<file path="src/rtl/pp_pkg.sv">
package pp_pkg;
  // Next write address inside a frame of len samples.
  function automatic int unsigned next_slot(input int unsigned slot, input int unsigned len);
    return (slot == len - 1) ? 0 : slot + 1;
  endfunction

  // True when slot is the final sample position of a frame.
  function automatic logic is_final_slot(input int unsigned slot, input int unsigned len);
    return slot == len - 1;
  endfunction
endpackage

</file>
<file path="src/rtl/pp_addr_ctr.sv">
module pp_addr_ctr #(
  parameter int FRAME_LEN = 64,
  parameter int ADDR_W    = 6
) (
  input  logic              clk,
  input  logic              rst_n,
  input  logic              accept,
  output logic [ADDR_W-1:0] slot,
  output logic              frame_done
);
  import pp_pkg::*;

  logic [ADDR_W-1:0] slot_q;

  always_ff @(posedge clk) begin
    if (!rst_n)
      slot_q <= '0;
    else if (accept)
      slot_q <= ADDR_W'(next_slot(int'(unsigned'(slot_q)), FRAME_LEN));
  end

  assign slot       = slot_q;
  assign frame_done = accept && is_final_slot(int'(unsigned'(slot_q)), FRAME_LEN);
endmodule

</file>
<file path="src/rtl/pp_owner.sv">
module pp_owner (
  input  logic clk,
  input  logic rst_n,
  input  logic frame_done,
  output logic fill_sel
);
  logic fill_q;

  always_ff @(posedge clk) begin
    if (!rst_n)
      fill_q <= 1'b0;
    else if (frame_done)
      fill_q <= ~fill_q;
  end

  assign fill_sel = fill_q;
endmodule

</file>
<file path="src/rtl/pp_irq.sv">
module pp_irq (
  input  logic clk,
  input  logic rst_n,
  input  logic frame_done,
  input  logic cpu_ack,
  output logic irq,
  output logic overrun
);
  logic irq_q;
  logic ovr_q;
  logic behind;

  // A completion that finds an unacknowledged interrupt means the CPU is late.
  assign behind = frame_done && irq_q && !cpu_ack;

  always_ff @(posedge clk) begin
    if (!rst_n) begin
      irq_q <= 1'b0;
      ovr_q <= 1'b0;
    end else begin
      if (frame_done)
        irq_q <= 1'b1;
      else if (cpu_ack)
        irq_q <= 1'b0;
      if (behind)
        ovr_q <= 1'b1;
    end
  end

  assign irq     = irq_q;
  assign overrun = ovr_q;
endmodule

</file>
<file path="src/rtl/pingpong_capture.sv">
module pingpong_capture #(
  parameter int DATA_W    = 16,
  parameter int FRAME_LEN = 64,
  parameter int ADDR_W    = (FRAME_LEN > 1) ? $clog2(FRAME_LEN) : 1
) (
  input  logic              clk,
  input  logic              rst_n,
  input  logic              in_valid,
  input  logic [DATA_W-1:0] in_data,
  output logic              in_ready,
  output logic [1:0]        wr_en,
  output logic [ADDR_W-1:0] wr_addr,
  output logic [DATA_W-1:0] wr_data,
  output logic              cpu_buf,
  output logic              irq,
  input  logic              cpu_ack,
  output logic              overrun
);
  localparam int NBUF = 2;

  logic ready_q;
  logic accept;
  logic frame_done;
  logic fill_sel;

  always_ff @(posedge clk) begin
    if (!rst_n) ready_q <= 1'b0;
    else        ready_q <= 1'b1;
  end

  assign in_ready = ready_q;
  assign accept   = in_valid && ready_q;

  pp_addr_ctr #(.FRAME_LEN(FRAME_LEN), .ADDR_W(ADDR_W)) u_addr (
    .clk(clk), .rst_n(rst_n), .accept(accept),
    .slot(wr_addr), .frame_done(frame_done)
  );

  pp_owner u_owner (
    .clk(clk), .rst_n(rst_n), .frame_done(frame_done), .fill_sel(fill_sel)
  );

  pp_irq u_irq (
    .clk(clk), .rst_n(rst_n), .frame_done(frame_done), .cpu_ack(cpu_ack),
    .irq(irq), .overrun(overrun)
  );

  for (genvar b = 0; b < NBUF; b++) begin : g_we
    assign wr_en[b] = accept && (fill_sel == 1'(b));
  end

  assign wr_data = in_data;
  assign cpu_buf = ~fill_sel;
endmodule

</file>
<file path="config.mk">
export PLATFORM = sky130hd
export DESIGN_NAME = pingpong_capture
export DESIGN_NICKNAME = d
export VERILOG_FILES = /design/src/rtl/pp_pkg.sv /design/src/rtl/pp_addr_ctr.sv /design/src/rtl/pp_owner.sv /design/src/rtl/pp_irq.sv /design/src/rtl/pingpong_capture.sv
export SDC_FILE = /design/constraint.sdc
export NUM_CORES = 1
export LEC_CHECK = 0
export ABC_AREA = 1
export BUFFER_PORTS_ARGS = -buffer_cell sky130_fd_sc_hd__buf_4
export CAP_MARGIN = 20
export CORE_MARGIN = 5
export CORE_UTILIZATION = 40
export DETAILED_ROUTE_END_ITERATION = 8
export PLACE_DENSITY_LB_ADDON = 0.12
export SLEW_MARGIN = 30
export SYNTH_ARGS = -nofsm -noshare
export SYNTH_HDL_FRONTEND = slang
export SYNTH_SLANG_ARGS = --single-unit
</file>
<file path="constraint.sdc">
create_clock -name clk -period 3.3 [get_ports clk]
set_input_delay 0.495 -clock clk [delete_from_list [all_inputs] [get_ports clk]]
set_output_delay 0.495 -clock clk [all_outputs]
set_load 0.02 [all_outputs]
</file>
==> metrics.md, run 1 <==
| Metric | Value |
|---|---|
| TritonCTS clock tree | `yes` |
| GRT Total Usage | `8.69%` |
| Setup TNS | `0 ns` |
| Root buf cell | `clkbuf_4` |
| Die width | `48.4 um` |
| Max FO, Critical Path | `8` |
| CORE AREA | `0.00135 mm^2` |
| Setup crit start | `in_ready` |
| Yosys Warn Count | `0` |
| Final Cell Area | `624 um^2` |
| Die ar. | `0.00234 mm^2` |
| Largest net degree at the start of global routing | `9` |
| WL per Instance | `10.4 um` |
| Vias/cell | `4.60` |
| Core Util, Final | `46.2%` |
| Post-synthesis sequential area ratio | `33.9%` |
| Worst-Margin Slew | `0.234 ns` |
| Worst-path clk slew | `0.07 ns` |
| Clk Latency, worst-skew pair | `0.26 ns` |
| # IOs | `48` |
| Worst vdd ir | `0.186 mV` |
| Post-CTS Hold Buffers | `0` |
| Critical path launch point type | `flip-flop` |
| Starting DRC count in detailed routing | `6` |
| H-tree levels | `1` |
| Post-Syn Area | `591 um^2` |
| Fin nets | `103` |
| Status | `complete, no violations` |
| Initial antenna violation count | `0` |
| Minimum clock period | `1.46 ns` |
| Row cnt | `13` |
| Num CTS Buffers | `3` |
| Syn Nets | `99` |
| Postcts setup bufs | `0` |
| Synth Instances | `78` |
| Via count | `437` |
| Gr ovfl total | `0` |
| Post-CTS Resized | `0` |
| Worst reg2reg path startpoint | `u_addr.slot[0]` |
| Area after DPL | `602 um^2` |
| First-pass GRT wire length | `1640 um` |
| HP Start | `rst_n` |
| RSZ-0062 raised after global routing | `no` |
| PD cells | `368 mW/mm^2` |
| Final setup violation count | `0` |
| Worst Path Arrival | `0.97 ns` |
| Setup CP Type | `flip-flop to output pin` |
| Count of pins over their slew limit | `0` |
| Die Y | `48.4 um` |
| Fmax | `0.684 GHz` |
| Synthesized area per cell | `7.57 um^2` |
| Leakage | `0.277 nW` |
| Fin Hold WS | `0.377 ns` |
| Router iterations before antenna repair | `5` |
| GP Congestion | `0.739` |
| Longest Clk Path Bufs | `2` |
| CTS sink count | `10` |
| Filler cells | `147` |
| Worst clock skew | `0.00444 ns` |
| Worst min-delay path category | `primary input to flip-flop` |
| Final ANT Viol Nets | `0` |
| Buffers on Ports | `15` |
| Required @ worst endpoint | `2.80 ns` |
| Share of layout cells above drive strength 1 | `33.8%` |
| # DRC | `0` |
| Worst slew margin | `84.4%` |
| Max Cap Viol | `0` |
| Distinct cell type count of the synthesized netlist | `16` |
| Crit end category | `output pin` |
| FF+latch count, synth | `10` |
| Vias in the first global route | `392` |
| Area added between synthesis and finish | `5.72%` |
| Fin crit share | `44.3%` |
| # diodes | `0` |
| Final wirelength | `988 um` |
| Fin. Hold Viols | `0` |
| Starting Density | `43.7%` |
| Post-DP HPWL | `780 um` |
==> cell type report <==
cell class	count	area, um^2	share of cell area (%)
Multi-Input combinational cell	39	221	35.5
Tap cell	15	18.8	3.01
Sequential cell	10	200	32.1
Timing Repair Buffer	15	113	18.0
Clock buffer	3	22.5	3.61
Inverter	13	48.8	7.82
==> metal layers <==
metal | global-route usage [%] | part of all wire (%)
met4 | 6.45 | 1.1
met2 | 10.4 | 38
met3 | 5.20 | 11
met5 | 0 | 0
met1 | 10.9 | 50
==> Yosys cell counts <==
master | number | area share [%]
inv_1 | 13 | 8.3
nand3_1 | 3 | 2.5
nor2_4 | 3 | 5.7
xor2_1 | 1 | 1.5
nor2_2 | 1 | 1.1
nand2_4 | 1 | 1.9
o21ai_0 | 2 | 1.7
a21oi_1 | 5 | 4.2
nor3_1 | 3 | 2.5
buf_4 | 16 | 20
dfxtp_1 | 10 | 34
nand2_1 | 6 | 3.8
nor2_1 | 8 | 5.1
nand2_2 | 4 | 4.2
ha_1 | 1 | 2.1
nand4_1 | 1 | 1.1
==> layout by cell type, fill, tap and decap left out, drive strengths merged <==
cell	synthesis	final
ha	1	1
nor2	12	12
a21oi	5	5
inv	13	13
nand2	11	11
buf	16	15
clkbuf	0	3
dfxtp	10	10
nand4	1	1
nor3	3	3
xor2	1	1
nand3	3	3
o21ai	2	2
==> sequential cells by signal, summed over array words and instances, names as in the netlist <==
name	cells
u_owner.fill_sel	1
u_irq.irq	1
in_ready	1
u_irq.overrun	1
u_addr.slot	6
==> path summary, 6_finish.rpt <==
path	endpoint	slack, ns	depth (start not counted)
max	wr_en[1]	1.84	3
min	in_ready	0.38	1
max reg2reg	u_addr.slot[5]	2.05	8
min reg2reg	u_irq.overrun	0.45	2
==> worst max-delay path, cell delays in order, from the launching register on <==
cell and delay [ns]:
dfxtp_1 0.37, nand2_4 0.10, nor2_1 0.10, buf_4 0.14
==> cells by family (layout without fill, tap and decap cells) <==
| group | after synthesis | in the layout | synth area share [%] |
|---|---|---|---|
| xor gates and xnor gates | 1 | 1 | 1.48 |
| DFF | 10 | 10 | 33.9 |
| buffers and inverters | 29 | 31 | 28.6 |
| adders and majority gates | 1 | 1 | 2.12 |
| and+or+nand+nor | 30 | 30 | 28.0 |
| AOI/OAI and AO/OA | 7 | 7 | 5.93 |
==> per-stage QoR <==
step                power [mW]  instances  setup WS [ns]
floorplan                0.169         78           1.91
global placement         0.151         92           1.87
detailed placement       0.151         92           1.87
CTS                      0.231         95           1.83
global route             0.240         95           1.77
finish                   0.230         95           1.84
==> power breakdown <==
group | leakage [nW] | total (mW) | switching, mW | internal (mW)
Combinational | 0.182 | 0.0228 | 0.0132 | 0.00956
Sequential | 0.0813 | 0.125 | 0.00237 | 0.123
Clock | 0.0138 | 0.0814 | 0.0394 | 0.0420
No activity file was read; power rests on OpenSTA's default activity.
==> run 2: changes to the inputs <==
CORE_UTILIZATION = 37   (was 40)
clock period = 1.4 ns   (was 3.3 ns; I/O delays follow)
==> run 2 against run 1 <==
  * Core utilization shrank 4.2 points
  * Global-route usage grew 1.2 points
  * Clock skew grew 0.0016 ns
  * First-iteration DRC count is the same
  * Sequential power grew 140%
  * Critical path type is now flip-flop to flip-flop
  * Clock power grew 140%
  * Die area grew 6.4%
  * Power grew 140%
  * Non-clock buffer count grew 1
==> metrics.md, run 2 (same netlist as run 1, synthesis figures left out) <==
| Metric | Value |
|---|---|
| Status | `complete, no violations (unchanged)` |
| GRT Total Usage | `9.94% (was 8.69%)` |
| WL per Instance | `11.4 um (was 10.4 um)` |
| Design Power | `0.542 mW (was 0.230 mW)` |
| Worst clock skew | `0.00599 ns (was 0.00444 ns)` |
| Die Y | `50.0 um (was 48.4 um)` |
| Switching Power | `0.131 mW (was 0.0550 mW)` |
| Worst vdd ir | `0.419 mV (was 0.186 mV)` |
| Filler cells | `163 (was 147)` |
| Core Util, Final | `42.0% (was 46.2%)` |
| Share of layout cells above drive strength 1 | `34.6% (was 33.8%)` |
| Row cnt | `14 (was 13)` |
| Clock Power Share | `35.6% (was 35.5%)` |
| Slowest cell delay on critical path | `0.38 ns (was 0.37 ns)` |
| GP Congestion | `0.763 (was 0.739)` |
| Flop pwr share | `54.6% (about the same)` |
| Post-CTS Hold Buffers | `0 (unchanged)` |
| Setup CP Type | `flip-flop to flip-flop (was flip-flop to output pin)` |
| Worst reg2reg path startpoint | `u_addr.slot[0] (unchanged)` |
| # IOs | `48 (unchanged)` |
| Fmax | `0.824 GHz` |
| Reg-to-Reg End | `u_addr.slot[5] (unchanged)` |
| Fin nets | `104 (was 103)` |
| Clk Latency, worst-skew pair | `0.26 ns (about the same)` |
| Setup ws final | `0.187 ns (was 1.84 ns)` |
| Crit end category | `flip-flop (was output pin)` |
| Internal Dissipation | `0.411 mW (was 0.175 mW)` |
| Buffers on Ports | `15 (unchanged)` |
| Worst-path clk slew | `0.07 ns (about the same)` |
| Final ANT Viol Nets | `0 (unchanged)` |
| Fin crit share | `86.6%` |
| TritonCTS clock tree | `yes (unchanged)` |
| Largest net degree at the start of global routing | `9 (unchanged)` |
| Setup TNS | `0 ns (unchanged)` |
| Starting Density | `39.2% (was 43.7%)` |
| Minimum clock period | `1.21 ns` |
| CORE AREA | `0.00151 mm^2 (was 0.00135 mm^2)` |
| Postcts setup bufs | `0 (unchanged)` |
| PD cells | `857 mW/mm^2 (was 368 mW/mm^2)` |
| Crit path cell chain | `ha_1 > nand2_1 > nor2_4 > nand2_2 > nand2_2 > nor2_1 > nand2_1 > inv_1 (was nand2_4 > nor2_1 > buf_4)` |
| HP Start | `rst_n (unchanged)` |
| Via count | `437 (unchanged)` |
| Switch share | `24.1% (was 24.0%)` |
| Pre-CTS worst setup slack | `0.200 ns (was 1.87 ns)` |
| Worst-case reg-to-reg path depth | `8 (unchanged)` |
| # diodes | `0 (unchanged)` |
| Starting DRC count in detailed routing | `6 (unchanged)` |
| Max FO, Critical Path | `4 (was 8)` |
| Router iterations before antenna repair | `4 (was 5)` |
| Initial antenna violation count | `0 (unchanged)` |
| # DRC | `0 (unchanged)` |
| Worst min-delay path category | `primary input to flip-flop (unchanged)` |
| Final wirelength | `1110 um (was 988 um)` |
| Worst Path Arrival | `1.37 ns (was 0.97 ns)` |
| Largest register FFs | `6 (unchanged)` |
| Worst Hold Depth | `1 (unchanged)` |
| Vias in the first global route | `435 (was 392)` |
| R2r setup slk | `0.19 ns (was 2.05 ns)` |
| Die ar. | `0.00250 mm^2 (was 0.00234 mm^2)` |
| Critical-path top delay cell | `dfxtp_1 (unchanged)` |
| Root buf cell | `clkbuf_4 (unchanged)` |
| Count of pins over their slew limit | `0 (unchanged)` |
| Num CTS Buffers | `3 (unchanged)` |
| Endpoint, Worst Hold | `in_ready (unchanged)` |
| Final setup violation count | `0 (unchanged)` |
| Worst slew margin | `86.2% (was 84.4%)` |
| Post-CTS Resized | `0 (unchanged)` |
| Area added between synthesis and finish | `7.20% (was 5.72%)` |
| Delay-heaviest family, CP | `simple AND/OR/NAND/NOR gates (was flip-flops)` |
| CP Buf/Inv Count | `1 (unchanged)` |
| H-tree levels | `1 (unchanged)` |
| Vias/cell | `4.51 (was 4.60)` |
| Leakage | `0.283 nW (was 0.277 nW)` |
| CTS sink count | `10 (unchanged)` |
| Most common cell after layout, fill and taps aside | `buf_4 (unchanged)` |
| Required @ worst endpoint | `1.56 ns (was 2.80 ns)` |
| First-pass GRT wire length | `1960 um (was 1640 um)` |
| Critical path launch point type | `flip-flop (unchanged)` |
| Worst-Margin Slew | `0.207 ns (was 0.234 ns)` |
| Commonest non-fill, non-tap cells in the layout | `buf_4 (16), inv_1 (13), dfxtp_1 (10) (was buf_4 (15), inv_1 (13), dfxtp_1 (10))` |
| Max Cap Viol | `0 (unchanged)` |
| Longest Clk Path Bufs | `2 (unchanged)` |
| Die width | `50.0 um (was 48.4 um)` |
| RSZ-0062 raised after global routing | `no (unchanged)` |
| Gr ovfl total | `0 (unchanged)` |
| Fin. Hold Viols | `0 (unchanged)` |
| Logic pwr share | `9.8% (was 9.9%)` |
| Post-DP HPWL | `907 um (was 780 um)` |
## run 2: cell count changes in the layout (fill, tap and decap cells not counted)
cell and delta:
buf_4 +1
## run 2: worst reg2reg max path, stage by stage (launching register included)
cell	delay (ns)
dfxtp_1	0.38
ha_1	0.20
nand2_1	0.10
nor2_4	0.13
nand2_2	0.09
nand2_2	0.08
nor2_1	0.05
nand2_1	0.05
inv_1	0.03
## run 2: stage by stage
stage | hold WS (ns) | instances | cell area (um^2)
finish | 0.0975 | 97 | 633
global route | 0.0847 | 97 | 633
CTS | 0.0868 | 97 | 633
detailed placement | 0.363 | 94 | 611
global placement | 0.364 | 94 | 611
floorplan | 0.238 | 78 | 591
## run 2: power groups by stage
stage / Sequential [mW] / Clock, mW / Combinational (mW)
floorplan: 0.309 / 0 / 0.0895
global placement: 0.302 / 0 / 0.0542
detailed placement: 0.302 / 0 / 0.0535
CTS: 0.296 / 0.204 / 0.0539
global route: 0.297 / 0.223 / 0.0594
finish: 0.296 / 0.193 / 0.0532
## run 2: layout make-up
class	count	area (um^2)	share of cell area, %
Sequential cell	10	200	31.6
Tap cell	16	20.0	3.16
Clock buffer	3	22.5	3.56
Multi-Input combinational cell	39	221	35.0
Inverter	13	48.8	7.71
Timing Repair Buffer	16	120	19.0
## run 2: worst max path at each step
stage / cells after the start / end / slack, ns / from
2_1_floorplan: 8 / u_addr.slot[5] / 0.13 / u_addr.slot[1]
3_3_place_gp: 8 / u_addr.slot[5] / 0.21 / u_addr.slot[0]
3_5_place_dp: 8 / u_addr.slot[5] / 0.20 / u_addr.slot[0]
4_1_cts: 3 / wr_en[1] / 0.17 / in_ready
5_1_grt: 8 / u_addr.slot[5] / 0.05 / u_addr.slot[0]
6_report: 8 / u_addr.slot[5] / 0.19 / u_addr.slot[0]
## run 2: routing by layer
layer | vias to the layer above | part of all wire (%) | wire [um] | GRT usage (%)
met3 | 2 | 10 | 116 | 5.12
met5 | - | 0 | 0 | 0
met1 | 190 | 44 | 490 | 12.6
met4 | 0 | 0.54 | 6 | 5.68
met2 | 16 | 44 | 492 | 13.1
li1 | 229 | - | - | -
